===== src/rtl/swept_bridge_gate_gen.sv =====
module swept_bridge_gate_gen #(
  parameter int NB       = 3,
  parameter int CW       = 16,
  parameter int KW       = 12,
  parameter int DW       = 8,
  parameter int FW       = 8,
  parameter int PER_MIN  = 4348,
  parameter int PER_MAX  = 5883,
  parameter int SPAN_MAX = 455,
  parameter int PM_FLOOR = 90
) (
  input  logic            clk,
  input  logic            rst_n,
  input  logic            trig,
  input  logic            en,
  input  logic [CW-1:0]   per_start,
  input  logic [CW-1:0]   per_end,
  input  logic [6:0]      pm_start,
  input  logic [6:0]      pm_end,
  input  logic [KW-1:0]   n_periods,
  input  logic [DW-1:0]   dead,
  output logic [4*NB-1:0] gate,
  output logic            active
);
  localparam int AW = CW + FW;
  localparam int MW = 7 + FW;
  localparam int XW = CW + 1;
  localparam logic [CW-1:0] PMIN = CW'(PER_MIN);
  localparam logic [CW-1:0] PMAX = CW'(PER_MAX);
  localparam logic [XW-1:0] SPANX = XW'(SPAN_MAX);
  localparam logic [6:0]    PMF  = 7'(PM_FLOOR);

  function automatic logic [CW-1:0] clamp_per(input logic [CW-1:0] p);
    if (p < PMIN) return PMIN;
    if (p > PMAX) return PMAX;
    return p;
  endfunction

  function automatic logic [6:0] clamp_pm(input logic [6:0] m);
    if (m < PMF) return PMF;
    if (m > 7'd100) return 7'd100;
    return m;
  endfunction

  function automatic logic [CW-1:0] shift_of(input logic [CW-1:0] p, input logic [6:0] m);
    logic [CW+6:0] prod;
    prod = p * (7'd100 - m);
    return CW'(prod / (CW+7)'(100));
  endfunction

  // settings conditioning
  logic [CW-1:0] ps_c, pe_r, pe_c, per_mag;
  logic [6:0]    ms_c, me_c, pm_mag;
  logic          per_up, pm_up;
  logic [KW-1:0] nm1, klast_n;
  logic [AW-1:0] per_inc_n;
  logic [MW-1:0] pm_inc_n;

  assign ps_c = clamp_per(per_start);
  assign pe_r = clamp_per(per_end);
  always_comb begin
    if ({1'b0, pe_r} > {1'b0, ps_c} + SPANX)      pe_c = ps_c + CW'(SPAN_MAX);
    else if ({1'b0, pe_r} + SPANX < {1'b0, ps_c}) pe_c = ps_c - CW'(SPAN_MAX);
    else                                          pe_c = pe_r;
  end
  assign per_up  = pe_c >= ps_c;
  assign per_mag = per_up ? pe_c - ps_c : ps_c - pe_c;
  assign ms_c    = clamp_pm(pm_start);
  assign me_c    = clamp_pm(pm_end);
  assign pm_up   = me_c >= ms_c;
  assign pm_mag  = pm_up ? me_c - ms_c : ms_c - me_c;
  assign nm1     = (n_periods > KW'(1)) ? n_periods - KW'(1) : KW'(1);
  assign klast_n = (n_periods == '0) ? '0 : n_periods - KW'(1);
  assign per_inc_n = AW'({{KW{1'b0}}, per_mag, {FW{1'b0}}} / {{AW{1'b0}}, nm1});
  assign pm_inc_n  = MW'({{KW{1'b0}}, pm_mag, {FW{1'b0}}} / {{MW{1'b0}}, nm1});

  // pulse state
  logic          trig_d;
  logic [CW-1:0] cnt, cur_per, cur_sh, per_base;
  logic [KW-1:0] k, klast;
  logic          per_dir, pm_dir;
  logic [AW-1:0] per_inc, per_acc, per_acc_nx;
  logic [6:0]    pm_base, cur_pm;
  logic [MW-1:0] pm_inc, pm_acc, pm_acc_nx;
  logic [DW-1:0] dead_q;
  logic [CW-1:0] per_nx;
  logic [6:0]    pm_nx;
  logic          go, last_cyc;

  assign go         = trig && !trig_d && !active && en;
  assign last_cyc   = cnt == cur_per - CW'(1);
  assign per_acc_nx = per_acc + per_inc;
  assign pm_acc_nx  = pm_acc + pm_inc;
  assign per_nx = per_dir ? per_base + per_acc_nx[AW-1:FW] : per_base - per_acc_nx[AW-1:FW];
  assign pm_nx  = pm_dir  ? pm_base + pm_acc_nx[MW-1:FW]   : pm_base - pm_acc_nx[MW-1:FW];

  always_ff @(posedge clk) begin
    if (!rst_n) begin
      trig_d <= 1'b0; active <= 1'b0; cnt <= '0; k <= '0; klast <= '0;
      cur_per <= PMIN; cur_sh <= '0; cur_pm <= 7'd100;
      per_base <= PMIN; per_dir <= 1'b1; per_inc <= '0; per_acc <= '0;
      pm_base <= 7'd100; pm_dir <= 1'b1; pm_inc <= '0; pm_acc <= '0;
      dead_q <= '0;
    end else begin
      trig_d <= trig;
      if (active && !en) begin
        active <= 1'b0;
      end else if (go) begin
        active   <= 1'b1;
        cnt      <= '0;
        k        <= '0;
        klast    <= klast_n;
        per_base <= ps_c;   per_dir <= per_up; per_inc <= per_inc_n; per_acc <= '0;
        pm_base  <= ms_c;   pm_dir  <= pm_up;  pm_inc  <= pm_inc_n;  pm_acc  <= '0;
        cur_per  <= ps_c;
        cur_pm   <= ms_c;
        cur_sh   <= shift_of(ps_c, ms_c);
        dead_q   <= dead;
      end else if (active) begin
        if (last_cyc) begin
          if (k == klast) begin
            active <= 1'b0;
          end else begin
            k       <= k + KW'(1);
            cnt     <= '0;
            per_acc <= per_acc_nx;
            pm_acc  <= pm_acc_nx;
            cur_per <= per_nx;
            cur_pm  <= pm_nx;
            cur_sh  <= shift_of(per_nx, pm_nx);
          end
        end else begin
          cnt <= cnt + CW'(1);
        end
      end
    end
  end

  // gate pattern
  logic [CW-1:0] half, cnt2;
  logic [XW-1:0] half_d, wrap, dead_x;
  logic          a_hi, a_lo, b_hi, b_lo, run;

  assign half   = cur_per >> 1;
  assign dead_x = XW'(dead_q);
  assign half_d = {1'b0, half} + dead_x;
  assign wrap   = {1'b0, cnt} + {1'b0, cur_per} - {1'b0, cur_sh};
  assign cnt2   = (cnt >= cur_sh) ? cnt - cur_sh : wrap[CW-1:0];
  assign a_hi   = ({1'b0, cnt} >= dead_x) && (cnt < half);
  assign a_lo   = {1'b0, cnt} >= half_d;
  assign b_lo   = ({1'b0, cnt2} >= dead_x) && (cnt2 < half);
  assign b_hi   = {1'b0, cnt2} >= half_d;
  assign run    = active && en;

  for (genvar b = 0; b < NB; b++) begin : g_br
    assign gate[4*b +: 4] = run ? {b_lo, b_hi, a_lo, a_hi} : 4'b0;

    p_leg_excl_r8: assert property (@(posedge clk) disable iff (!rst_n)
      !(gate[4*b] && gate[4*b+1]) && !(gate[4*b+2] && gate[4*b+3]));
  end

  p_idle_quiet_r2: assert property (@(posedge clk) disable iff (!rst_n)
    !active |-> gate == '0);
  p_start_edge_r2: assert property (@(posedge clk) disable iff (!rst_n)
    $rose(active) |-> $past(trig && !trig_d && en));
  p_per_window_r4: assert property (@(posedge clk) disable iff (!rst_n)
    active |-> (cur_per >= PMIN) && (cur_per <= PMAX));
  p_pm_floor_r6: assert property (@(posedge clk) disable iff (!rst_n)
    active |-> (cur_pm >= PMF) && (cur_pm <= 7'd100));
  p_fault_stop_r9: assert property (@(posedge clk) disable iff (!rst_n)
    !en |=> !active);
  p_no_restart_r10: assert property (@(posedge clk) disable iff (!rst_n)
    (active && en && !last_cyc) |=> active && (cnt == $past(cnt) + CW'(1)) && (k == $past(k)));
  p_period_hold_r11: assert property (@(posedge clk) disable iff (!rst_n)
    (active && !last_cyc) |=> $stable(cur_per) && $stable(cur_sh));
endmodule


===== config.mk =====
export PLATFORM = sky130hd
export DESIGN_NAME = swept_bridge_gate_gen
export DESIGN_NICKNAME = d
export VERILOG_FILES = /design/src/rtl/swept_bridge_gate_gen.sv
export SDC_FILE = /design/constraint.sdc
export NUM_CORES = 2
export LEC_CHECK = 0
export ABC_AREA = 1
export BUFFER_PORTS_ARGS = -buffer_cell sky130_fd_sc_hd__buf_2
export CORE_UTILIZATION = 43
export DETAILED_ROUTE_END_ITERATION = 10
export PLACE_DENSITY = 0.59
export REMOVE_ABC_BUFFERS = 1
export SETUP_SLACK_MARGIN = 0.5
export SLEW_MARGIN = 20
export SYNTH_ARGS = -nofsm -noshare
export SYNTH_HDL_FRONTEND = slang
export SYNTH_SLANG_ARGS = --single-unit

===== constraint.sdc =====
create_clock -name clk -period 95.1 [get_ports clk]
set_input_delay 19.02 -clock clk [delete_from_list [all_inputs] [get_ports clk]]
set_output_delay 19.02 -clock clk [all_outputs]
set_load 0.05 [all_outputs]

## Word-level counts from Yosys, hierarchy flattened

Cells that the tools add are included.
Widths: inputs -> output; s select.

| word-level totals | value |
|---|---|
| flip-flop bits (word level) | 185 |
| input bits | 70 |
| output and inout port bits | 13 |
| word-level logic and storage cells | 155 |

| operators by class | value |
|---|---|
| add/subtract/negate cells | 24 |
| $mul | 2 |
| div/mod/pow operators | 4 |
| $lt $le $gt $ge | 20 |
| eq/ne operators | 4 |
| mux-type cells | 66 |
| bitwise logic cells | 2 |
| reductions and logical operators | 17 |

Operators with widths:

| cell | count |
|---|---|
| $mux 16 | 25 |
| $mux 24 | 4 |
| $sub 16x16->16 | 5 |
| $mux 12 | 6 |
| $mux 7 | 10 |
| $ge 16x16->1 | 4 |
| $mux 15 | 4 |
| $div 23x7->23 const B | 2 |
| $mul 17x8->23 | 2 |
| $div 24x12->36 | 1 |
| $add 16x9->17 const B | 2 |
| $add 16x16->16 | 2 |
| $ge 16x8->1 | 2 |
| $gt 16x13->1 const B | 2 |
| $lt 16x13->1 const B | 2 |
| $lt 16x15->1 | 2 |
| $div 15x12->27 | 1 |
| $add 24x24->24 | 1 |
| $sub 7x7->7 | 3 |
| $gt 16x17->1 | 1 |
| $lt 17x16->1 | 1 |
| $add 15x8->16 | 1 |
| $add 16x1->16 const B | 1 |
| $add 16x9->16 const B | 1 |
| 26 further kinds | 54 |

## Longest topological paths before layout

| logic depth | value |
|---|---|
| word-level depth | 12 |
| depth in mapped cells | 620 |
| gate-level depth less buffers | 560 |

## Least setup slack after synthesis

OpenSTA, ideal clock, no wires.

| timing | value |
|---|---|
| kind | input to register |
| start point | input port n_periods[1] |
| end point | register per_inc[0] |
| setup time | 112 ps |
| arrival time | 102525 ps |
| required time | 94988 ps |
| path slack | -7537 ps |
| stages | 599 |
| buffers on the path | 64 |
| path through | inv_1 ha_1 nand3_4 nand2_4 nand2_8 inv_4 nor2_1 clkbuf_1 buf_1 buf_1 buf_1 ha_1 nor2_1 nor2_1 nor2_1 nor4_1 ha_1 inv_1 [563 not listed] nand2_4 inv_2 buf_6 buf_8 nand2_2 o21ai_2 ha_1 a21oi_1 nor2_1 a211oi_1 o221a_2 nand3_1 nor2_2 nand2_2 nor2_1 nand2_1 nand2_1 nand2_1 |

| between the ends | value |
|---|---|
| cells in the longest elaborated chain, start to end | 3 |
| elaborated cells on any way between the ends | 4 |
| classes of those cells | 1 x add/sub; 1 x div; 1 x order compare; 1 x mux |

RTL lines:

| what | line | source |
|---|---|---|
| start, declared | 20 | `input logic [KW-1:0] n_periods,` |
| $sub 12x1->12 or $gt 12x1->1 (tied branches) | 72 | `assign nm1 = (n_periods > KW'(1)) ? n_periods - KW'(1) : KW'(1);` |
| $mux 12 (*) | 72 |  |
| $div 24x12->36 (*) | 74 | `assign per_inc_n = AW'({{KW{1'b0}}, per_mag, {FW{1'b0}}} / {{AW{1'b0}}, nm1});` |
| end signal, assigned | 101 | `per_base <= PMIN; per_dir <= 1'b1; per_inc <= '0; per_acc <= '0;` |
| end signal, assigned | 113 | `per_base <= ps_c; per_dir <= per_up; per_inc <= per_inc_n; per_acc <= '0;` |
| end, declared | 82 | `logic [AW-1:0] per_inc, per_acc, per_acc_nx;` |

Every way passes the cells marked *; elsewhere a longest branch is shown, timed or not.
A chain may end at the register's enable or synchronous reset.

## Worst setup path after layout

| timing | value |
|---|---|
| start point | input port n_periods[0] |
| end point | register per_inc[0] |

Same word-level chain as after synthesis.

==> results.cfg <==
[sta]
final.period_utilization = 0.937
fin_setup_tns_ns = 0
min_period_ns = 89.07
worst_slew_pin_slew_ns = 1.06
fmax_mhz = 11.2
finClkSkew_ns = 0.0280
rsz0062_at_grt = true
whs_ns = 0.450
slew_viol_final = 0
setup_viol = 0
finalHoldViolations = 0
max_slew_margin = 0.293

[logic_synthesis]
synth_area_per_cell_um2 = 6.34
synth_ff_type = dfxtp_1
synth.most_common_cell = nand2_1
syn_inst = 11700
synthTopCellsByCount = nand2_1 (2581), inv_1 (1719), nor2_1 (999)
synthesis.area_um2 = 74000
synth_top_area_share = 0.165
yosysTopAreaCell = ha_1
ys_seq_area_frac = 0.0501
ys_top_cells_by_area = ha_1 (17%), nand2_1 (13%), inv_1 (8.7%), fa_1 (5.3%), xor2_1 (5.3%)
synthArstFlopShare = 0
synth-seq-cells = 185
yosys_warnings = 0
yosysUniqueCellTypes = 101
synth_edf_count = 0

[final_layout]
fin_nets = 13400
fin_cells = 14400
area_growth_pct = 10.0
fin_area_um2 = 81400
drive_gt1_frac = 0.151

[global_route]
grt_overflow_total = 0
antenna_found_initial = 6
grt_pass1_vias = 72500
grt_usage = 0.269
grt_first_pass_wirelength_um = 381000
grt_max_degree = 78

[critical_path]
cp.required_ns = 95.54
timing.critical_path.mode_cell = nand2_1
critical_path_class = primary input to flop
end_kind = flop
reg2reg_slack_ns = 69.78
critPathMaxStageDelay_ns = 0.45
start_kind = primary input
slowest_stage = o41ai_4
critical_path_arrival_ns = 89.51
cp_max_fo = 20

[floorplan]
dieHeight_um = 417
fp.dieW_um = 417
pin_count = 83
die_area_um2 = 174000
initial_core_util = 0.435
coreArea_um2 = 170000
row_count = 151

[detailed_routing]
first_iter_violations = 4525
totalWireLength_um = 242000
vias_per_cell = 5.29
detail-route-antenna-nets = 0
wl_per_cell_um = 16.8
first_pass_iters = 6
drc = 0
num_vias = 76000

[clocking]
clk_pin_slew_ns = 0.09
cts_buffer_depth = 2
cts.sinks = 185
insertion_delay_ns = 0.55
tritoncts = built
cts_inserted_buffers = 17
cts-root-buf = clkbuf_16
h-tree-depth = 4

[place]
dp_hpwl_um = 199000
dpl.cell_count = 14200
gp_congestion = 1.02
port_buffers = 82
dpl_cell_area_um2 = 78800

[hold_path]
holdCritPathClass = flop to flop

[job]
cap_violations = 0

[run_status]
outcome = finished, final reports clean
-- cell usage in the layout, fill, tap and decap left out, types with 197 or more instances in the layout --
| cell | n |
|---|---|
| o21ai_0 | 651 |
| nor2_1 | 977 |
| nand2_1 | 2563 |
| fa_1 | 197 |
| inv_1 | 1704 |
| a21oi_1 | 619 |
| xor2_1 | 450 |
| nand3_1 | 571 |
| nand2_2 | 213 |
| buf_4 | 442 |
| nand4_1 | 207 |
| ha_1 | 956 |
| xnor2_1 | 348 |
-- stage by stage --
stage	utilization	worst slack (ns)
after floorplan	-	-5.50
after global placement	0.464	0.262
after CTS	0.468	0.547
final	0.479	6.03
after global routing	0.478	-0.460
after detailed placement	0.464	-1.47
-- routing by layer --
layer  GRT usage  part of all wire
met1       0.344              0.45
met2       0.477              0.48
met3      0.0185             0.034
met4      0.0856             0.032
met5           0                 0
-- critical path: cells and delay by family --
family,cells,cell delay [ns]
compound gates,188,27.63
fa+ha+maj,37,10.75
buf+inv,89,8.35
simple gates,237,23.54
-- cell type report --
cell class	instances	area (um2)
multi-input combinational	9501	62900
sequential	185	3700
fill	17800	88700
clock buffer	17	425
timing repair inverter	2	13.8
antenna	5	12.5
clock inverter	15	194
timing repair buffer	537	3920
tap	2218	2780
inverter	1880	7430
-- flip-flops by register name (all words and copies together), names as in the netlist, 8 cells and up --
| signal | count |
|---|---|
| per_base | 16 |
| dead_q | 8 |
| cnt | 16 |
| pm_inc | 15 |
| pm_acc | 15 |
| per_acc | 24 |
| per_inc | 24 |
| cur_per | 16 |
| klast | 12 |
| cur_sh | 16 |
| k | 12 |
-- path summary, 6_finish.rpt --
kind                startpoint      endpoint  depth (start not counted)
setup / recovery  n_periods[0]    per_inc[0]                        551
hold reg to reg   per_base[14]  per_base[14]                          2
setup reg to reg     pm_inc[0]     cur_sh[0]                        169
hold / removal    per_base[14]  per_base[14]                          2
-- cell families after synthesis --
kind of cell / count (synthesis) / share of synthesized area
buffers and inverters: 2091 / 0.120
xor gates and xnor gates: 802 / 0.0955
adders and majority gates: 1173 / 0.218
DFF: 185 / 0.0501
AOI/OAI and AO/OA: 1960 / 0.153
and+or+nand+nor: 5435 / 0.361
other: 2 / 0.000102
muxes: 11 / 0.00154
-- repair_timing --
item / CTS / global route
gates resized for setup: 23 / 302
cloned: 3 / 5
setup endpoints to repair: 2 / 5
buffers inserted: 1 / 94
hold buffers: 0 / 0
pin swaps: 2 / 132
Power is not shown: default switching activity piles up to over one toggle a cycle in this logic, so the estimate is an artifact.
